File: config.mk
export PLATFORM = sky130hd
export DESIGN_NAME = tic_input_unit
export DESIGN_NICKNAME = d
export VERILOG_FILES = /design/src/rtl/tic_pkg.sv /design/src/rtl/tic_port_stage.sv /design/src/rtl/tic_pulse_acc.sv /design/src/rtl/tic_edge_unit.sv /design/src/rtl/tic_input_unit.sv
export SDC_FILE = /design/constraint.sdc
export NUM_CORES = 1
export LEC_CHECK = 0
export BUFFER_PORTS_ARGS = -buffer_cell sky130_fd_sc_hd__buf_2
export CAP_MARGIN = 5
export CORE_MARGIN = 3
export CORE_UTILIZATION = 46
export DETAILED_ROUTE_END_ITERATION = 6
export PLACE_DENSITY = 0.87
export SYNTH_ARGS = -nofsm -noshare
export SYNTH_HDL_FRONTEND = slang
export SYNTH_SLANG_ARGS = --single-unit
File: constraint.sdc
create_clock -name clk -period 2.75 [get_ports clk]
set_input_delay 0.55 -clock clk [delete_from_list [all_inputs] [get_ports clk]]
set_output_delay 0.55 -clock clk [all_outputs]
set_load 0.005 [all_outputs]
File: src/rtl/tic_pkg.sv
package tic_pkg;

  localparam int PORT_W  = 8;
  localparam int CAP_N   = 3;
  localparam int CNT_W   = 8;
  localparam int CNT_PIN = 7;

  typedef enum logic [1:0] {
    EDGE_OFF  = 2'd0,
    EDGE_RISE = 2'd1,
    EDGE_FALL = 2'd2,
    EDGE_ANY  = 2'd3
  } edge_sel_e;

  // Merge a sample into the held value through a mask.
  function automatic logic [PORT_W-1:0] merge_pins(
    input logic [PORT_W-1:0] held,
    input logic [PORT_W-1:0] smp,
    input logic [PORT_W-1:0] msk
  );
    return (smp & msk) | (held & ~msk);
  endfunction

  // Does a changed pin at its new level match the edge selection?
  function automatic logic edge_match(input edge_sel_e sel, input logic lvl);
    case (sel)
      EDGE_RISE: return lvl;
      EDGE_FALL: return !lvl;
      EDGE_ANY:  return 1'b1;
      default:   return 1'b0;
    endcase
  endfunction

  // Counting qualification for the event counter.
  function automatic logic acc_qualify(
    input logic changed, input logic en, input logic gated,
    input logic rise, input logic lvl
  );
    return changed && en && !gated && (lvl == rise);
  endfunction

endpackage

File: src/rtl/tic_port_stage.sv
module tic_port_stage
  import tic_pkg::*;
#(
  parameter logic [PORT_W-1:0] MASK_P7_IN  = 8'h83,
  parameter logic [PORT_W-1:0] MASK_P7_OUT = 8'h03
) (
  input  logic              clk,
  input  logic              rst_n,
  input  logic              upd_valid,
  input  logic [PORT_W-1:0] pin_in,
  input  logic              pin7_is_out,
  output logic [PORT_W-1:0] port_next,
  output logic [PORT_W-1:0] delta,
  output logic [PORT_W-1:0] port_q
);

  logic [PORT_W-1:0] wr_mask;

  always_comb begin
    wr_mask   = pin7_is_out ? MASK_P7_OUT : MASK_P7_IN;
    port_next = upd_valid ? merge_pins(port_q, pin_in, wr_mask) : port_q;
    delta     = port_next ^ port_q;
  end

  always_ff @(posedge clk or negedge rst_n) begin
    if (!rst_n) port_q <= '0;
    else        port_q <= port_next;
  end

endmodule

File: src/rtl/tic_pulse_acc.sv
module tic_pulse_acc
  import tic_pkg::*;
(
  input  logic             clk,
  input  logic             rst_n,
  input  logic             pin_changed,
  input  logic             pin_level,
  input  logic             acc_enable,
  input  logic             acc_gated,
  input  logic             acc_rise,
  input  logic             clr_ovf,
  output logic             acc_wrap,
  output logic [CNT_W-1:0] acc_count,
  output logic             acc_ovf
);

  logic acc_inc;

  always_comb begin
    acc_inc  = acc_qualify(pin_changed, acc_enable, acc_gated, acc_rise, pin_level);
    acc_wrap = acc_inc && (acc_count == {CNT_W{1'b1}});
  end

  always_ff @(posedge clk or negedge rst_n) begin
    if (!rst_n) begin
      acc_count <= '0;
      acc_ovf   <= 1'b0;
    end else begin
      if (acc_inc) acc_count <= acc_count + 1'b1;
      if (acc_wrap)     acc_ovf <= 1'b1;
      else if (clr_ovf) acc_ovf <= 1'b0;
    end
  end

endmodule

File: src/rtl/tic_edge_unit.sv
module tic_edge_unit
  import tic_pkg::*;
(
  input  logic               clk,
  input  logic               rst_n,
  input  logic [CAP_N-1:0]   pin_changed,
  input  logic [CAP_N-1:0]   pin_level,
  input  logic [2*CAP_N-1:0] cap_edge_cfg,
  input  logic [CAP_N-1:0]   clr_cap,
  output logic [CAP_N-1:0]   cap_hit,
  output logic [CAP_N-1:0]   cap_flag,
  output logic [CAP_N-1:0]   cap_pulse,
  output logic [1:0]         cap_id
);

  logic [1:0] id_next;

  for (genvar i = 0; i < CAP_N; i++) begin : g_ch
    assign cap_hit[i] = pin_changed[i] &&
                        edge_match(edge_sel_e'(cap_edge_cfg[2*i +: 2]), pin_level[i]);

    always_ff @(posedge clk or negedge rst_n) begin
      if (!rst_n)            cap_flag[i] <= 1'b0;
      else if (cap_hit[i])   cap_flag[i] <= 1'b1;
      else if (clr_cap[i])   cap_flag[i] <= 1'b0;
    end
  end

  // Lowest captured index wins the channel code.
  always_comb begin
    id_next = '0;
    for (int i = CAP_N - 1; i >= 0; i--) begin
      if (cap_hit[i]) id_next = 2'(3 - i);
    end
  end

  always_ff @(posedge clk or negedge rst_n) begin
    if (!rst_n) begin
      cap_pulse <= '0;
      cap_id    <= '0;
    end else begin
      cap_pulse <= cap_hit;
      cap_id    <= id_next;
    end
  end

endmodule

File: src/rtl/tic_input_unit.sv
module tic_input_unit
  import tic_pkg::*;
(
  input  logic       clk,
  input  logic       rst_n,
  input  logic       upd_valid,
  input  logic [7:0] pin_in,
  input  logic       pin7_is_out,
  input  logic       acc_enable,
  input  logic       acc_gated,
  input  logic       acc_rise,
  input  logic [5:0] cap_edge_cfg,
  input  logic       clr_ovf,
  input  logic [2:0] clr_cap,
  output logic [7:0] port_q,
  output logic [7:0] acc_count,
  output logic       acc_ovf,
  output logic [2:0] cap_flag,
  output logic [2:0] cap_pulse,
  output logic [1:0] cap_id,
  output logic       irq_check
);

  logic [PORT_W-1:0] port_next;
  logic [PORT_W-1:0] delta;
  logic              acc_wrap;
  logic [CAP_N-1:0]  cap_hit;

  tic_port_stage u_port (
    .clk(clk), .rst_n(rst_n), .upd_valid(upd_valid), .pin_in(pin_in),
    .pin7_is_out(pin7_is_out), .port_next(port_next), .delta(delta),
    .port_q(port_q)
  );

  tic_pulse_acc u_acc (
    .clk(clk), .rst_n(rst_n), .pin_changed(delta[CNT_PIN]),
    .pin_level(port_next[CNT_PIN]), .acc_enable(acc_enable),
    .acc_gated(acc_gated), .acc_rise(acc_rise), .clr_ovf(clr_ovf),
    .acc_wrap(acc_wrap), .acc_count(acc_count), .acc_ovf(acc_ovf)
  );

  tic_edge_unit u_edge (
    .clk(clk), .rst_n(rst_n), .pin_changed(delta[CAP_N-1:0]),
    .pin_level(port_next[CAP_N-1:0]), .cap_edge_cfg(cap_edge_cfg),
    .clr_cap(clr_cap), .cap_hit(cap_hit), .cap_flag(cap_flag),
    .cap_pulse(cap_pulse), .cap_id(cap_id)
  );

  always_ff @(posedge clk or negedge rst_n) begin
    if (!rst_n) irq_check <= 1'b0;
    else        irq_check <= acc_wrap || (|cap_hit);
  end

endmodule

# Word level (Yosys, flattened, before mapping)
# Index checks and enable logic that the tools add are counted.
# totals
regBits	26
out_inout_bits	26
inputBits	25
elab_cells	59
# op_classes
bitwise_logic	5
n_reduce_logical	17
addsub	1
n_mux	16
n_eq_ne	11
# ops
cell	n
$and 8x8->8	2
$mux 8	2
$eq 2x2->1 const B	6
$mux 1	9
$pmux 1 s3	3
$add 8x1->8 const B	1
$eq 8x8->1 const B	1
$not 8->8	1
$or 8x8->8	1
$reduce_bool 2->1	4
$xor 8x8->8	1
$logic_and 1x1->1	7
$eq 2x1->1 const B	3
$logic_not 1->1	4
$mux 2	2
$reduce_or 3->1	1
$eq 1x1->1	1
$logic_or 1x1->1	1

# Depth between registers and ports, before layout
# depth
depth_word	11
ltp_mapped	4
mapped_depth_nobuf	4

# Hierarchy
# Synthesis repeated with hierarchy kept, for this count alone.
# hier_totals
cells_unflattened	94
area_unflattened_um2	1091.0
# by_module_without_submodules
module	seq_area_each_um2	area_per_inst_um2	n_inst	cells_per_inst
tic_pulse_acc	225.2	466.7	1	38
tic_edge_unit	200.2	309.0	1	25
tic_port_stage	75.1	282.8	1	29
tic_input_unit	25.0	32.5	1	2

# Worst setup path before layout
# No wires, ideal clock.
# synth_path
path_kind	input to register
from	input pin_in[7]
to	register u_acc.acc_count[4]
t_arrival_ns	1.518
path_buffers	0
cell_stages	3
setup_time_ns	0.079
required_ns	2.671
path_slack_ns	1.153
cell_sequence	or3b_4 -> a2111oi_2 -> xor2_1
# synth_between
elab_chain_cells	7
elab_cells_between_ends	8
classes_between	eq/ne (1); mux (1); bitwise (3); reduce/logical (3)
# synth_lines
element	line	text
start, declared	tic_input_unit.sv:7	input logic [7:0] pin_in,
$and 8x8->8 *	tic_pkg.sv:21	return (smp & msk) | (held & ~msk);
$or 8x8->8 *	tic_pkg.sv:21	
$mux 8 *	tic_port_stage.sv:21	port_next = upd_valid ? merge_pins(port_q, pin_in, wr_mask) : port_q;
$xor 8x8->8	tic_port_stage.sv:22	delta = port_next ^ port_q;
$logic_and 1x1->1 (2 in series)	tic_pkg.sv:39	return changed && en && !gated && (lvl == rise);
$logic_and 1x1->1 *	tic_pkg.sv:39	
end signal, assigned	tic_pulse_acc.sv:29	if (acc_inc) acc_count <= acc_count + 1'b1;
end, declared	tic_pulse_acc.sv:13	output logic [CNT_W-1:0] acc_count,
# Every way passes the cells marked *; elsewhere a longest branch is shown, timed or not.
# A chain may end at the register's enable or synchronous reset.

# Worst setup path in the final report
# layout_path
from	register u_port.port_q[7]
to	register u_acc.acc_count[7]
# layout_between
elab_chain_cells	7
elab_cells_between_ends	8
classes_between	eq/ne (1); mux (1); bitwise (3); reduce/logical (3)
# layout_lines
element	line	text
start, declared	tic_port_stage.sv:14	output logic [PORT_W-1:0] port_q
start signal, assigned	tic_port_stage.sv:27	else port_q <= port_next;
$and 8x8->8	tic_pkg.sv:21	
$or 8x8->8	tic_pkg.sv:21	
$mux 8	tic_port_stage.sv:21	
$xor 8x8->8	tic_port_stage.sv:22	
$logic_and 1x1->1 (2 in series)	tic_pkg.sv:39	
$logic_and 1x1->1 *	tic_pkg.sv:39	
# Marked as above.

==> results_dict.tcl <==
set metrics [dict create \
    h-tree-depth 1 \
    final_hold_viol_count 0 \
    gp_congestion 0.663 \
    skew_ns 0.00709 \
    syn_area_um2 907 \
    ys_async_sr_fraction_pct 100 \
    dpl.hpwl_um 1360 \
    numCtsBuffers 3 \
    clk-insertion-delay-late_ns 0.29 \
    clockBufferDepth 2 \
    synthTopCellsByArea "dfrtp_1 (50%), a2111oi_2 (6.6%), buf_4 (6.6%)" \
    yosys.area.top_type "dfrtp_1" \
    pin_count 51 \
    vias_per_cell 4.83 \
    first_pass_iters 2 \
    fillers 155 \
    worstSetupPathType "flop to flop" \
    max_freq_mhz 635 \
    grt_max_degree 19 \
    synth_common_cells "dfrtp_1 (18), buf_4 (8), inv_1 (6)" \
    cp-start-kind "flop" \
    start_util_pct 50.3 \
    avgRoutedWirePerCell_um 12.1 \
    synthFlopType "dfrtp_1" \
    worstPathMaxFanout 6 \
    fin_area_mm2 0.00111 \
    power_per_cell_area_mw_per_mm2 522 \
    core_mm2 0.00180 \
    multi_input_area_um2 397 \
    rsz0062_at_grt "false" \
    grt_pass1_wl_um 2860 \
    syn_area_per_cell_um2 11.8 \
    hold_path.class "primary input to asynchronous set/reset pin" \
    endpoint_kind "flop" \
    ys_seq_elements 18 \
    drt_iter0_drc 3 \
    final_layout_size_suffix_gt1_share_pct 41.2 \
    ys.warnings.count 0 \
    syn2layout_area_growth_pct 22.6 \
    vdd_drop_max_uv 458 \
    synth.distinct_cells 25 \
    cts_tree "built" \
    min_period_ns 1.57 \
    drv_slew 0 \
    synth_edf_count 0 \
    die_x_um 50.4 \
    drc 0 \
    fin_crit_sh_pct 57.2 \
    die_y_um 50.4 \
    cts_hold_buf 0 \
    synth_most_common_cell "dfrtp_1" \
    status "finished, final reports clean" \
    final-seq-area_um2 450 \
    ant_nets 0 \
    synth.top_cell.area_share_pct 49.7 \
    dieArea_mm2 0.00254 \
    postPlaceCellArea_mm2 0.00108 \
    arrival_ns 1.79 \
    cts-root-buf "clkbuf_4" \
    finalSetupViolCount 0 \
    p_leak_nw 0.604 \
    vias 672 \
    grt-ovfl-total 0 \
    critPathRequiredTime_ns 2.97 \
    cts_setup_buffers 0 \
    seq_area_frac_synth_pct 49.7 \
    ctsResizeCount 0 \
    grt_pass1_vias 644 \
    io_buffers 35 \
    clk_pin_slew_ns 0.11 \
    drv_cap 0 \
    final.setup.tns_ns 0 \
    clock-sinks 18 \
    antenna_found_initial 0 \
    rrSetupSlack_ns 1.18 \
    routed_wl_um 1690 \
    synthCells 77 \
    fin_nets 141 \
    grt_usage_pct 15.0 \
    antennaDiodeCount 0 \
    fp-row-count 15 \
]
==> cell usage in the layout (no fill, tap or decap), drive strengths merged, types with 3 or more instances in the layout <==
master,instances
clkbuf,4
dfrtp,18
inv,6
xnor2,3
a2111oi,4
buf,35
conb,7
and3b,5
mux2,4
xor2,4
nand3,4
nand2,3
o21ai,6
==> worst max-delay path, stage by stage (launching register included) <==
cell and delay, ns:
dfrtp_1 0.42, or3b_4 0.45, a2111oi_2 0.42, xor2_1 0.21
==> flip-flops by register name, summed over array words and instances, names as in the netlist <==
register and cells:
u_acc.acc_count 8, u_port.port_q 3, u_edge.cap_flag 2, u_edge.cap_id 2, irq_check 1, u_acc.acc_ovf 1, u_edge.cap_pulse 1
==> per-layer routing <==
metal  up-vias  global-route usage (%)  wire length, um
li1        332                       -                -
met1       304                    19.7              752
met2        34                    23.3              744
met3         2                    3.86              170
met4         0                    6.73               18
met5         -                       0                0
==> where the power goes <==
group,internal (mW),switching (mW)
Clock,0.0806,0.0825
Combinational,0.0543,0.0473
Sequential,0.292,0.0241
==> cell families after synthesis <==
| kind of cell | after synthesis | synth area share (%) |
|---|---|---|
| xor gates and xnor gates | 7 | 6.76 |
| adders and majority gates | 1 | 1.38 |
| and+or+nand+nor | 19 | 14.9 |
| muxes | 4 | 4.97 |
| buffers and inverters | 14 | 9.10 |
| other | 1 | 0.413 |
| DFF | 18 | 49.7 |
| AOI/OAI and AO/OA | 13 | 12.8 |
==> through the flow <==
step	util (%)	worst slack [ns]	hold slack [ns]	cells	power (mW)
final	61.7	1.18	0.165	139	0.580
after global routing	61.7	1.08	0.173	139	0.615
after CTS	61.7	1.17	0.165	139	0.588
after detailed placement	59.7	0.936	0.483	135	0.425
after global placement	59.7	0.971	0.475	135	0.419
after floorplan	-	1.15	0.254	83	0.375
==> area by class of cell <==
class / instances / share of cell area (%)
sequential: 18 / 40.5
multi-input combinational: 51 / 35.7
timing repair buffer: 35 / 15.7
clock buffer: 4 / 3.26
tap: 25 / 2.81
inverter: 6 / 2.02
==> final timing paths <==
check                                   start                 end  depth (start not counted)
min in group clk                      clr_ovf       u_acc.acc_ovf                          2
setup / recovery             u_port.port_q[7]  u_acc.acc_count[7]                          3
max in group asynchronous               rst_n    u_port.port_q[7]                          1
hold reg to reg            u_acc.acc_count[6]  u_acc.acc_count[6]                          1
setup reg to reg             u_port.port_q[7]  u_acc.acc_count[7]                          3
hold / removal                          rst_n  u_acc.acc_count[4]                          1
Note: power is estimated with default switching activity, not from simulation.
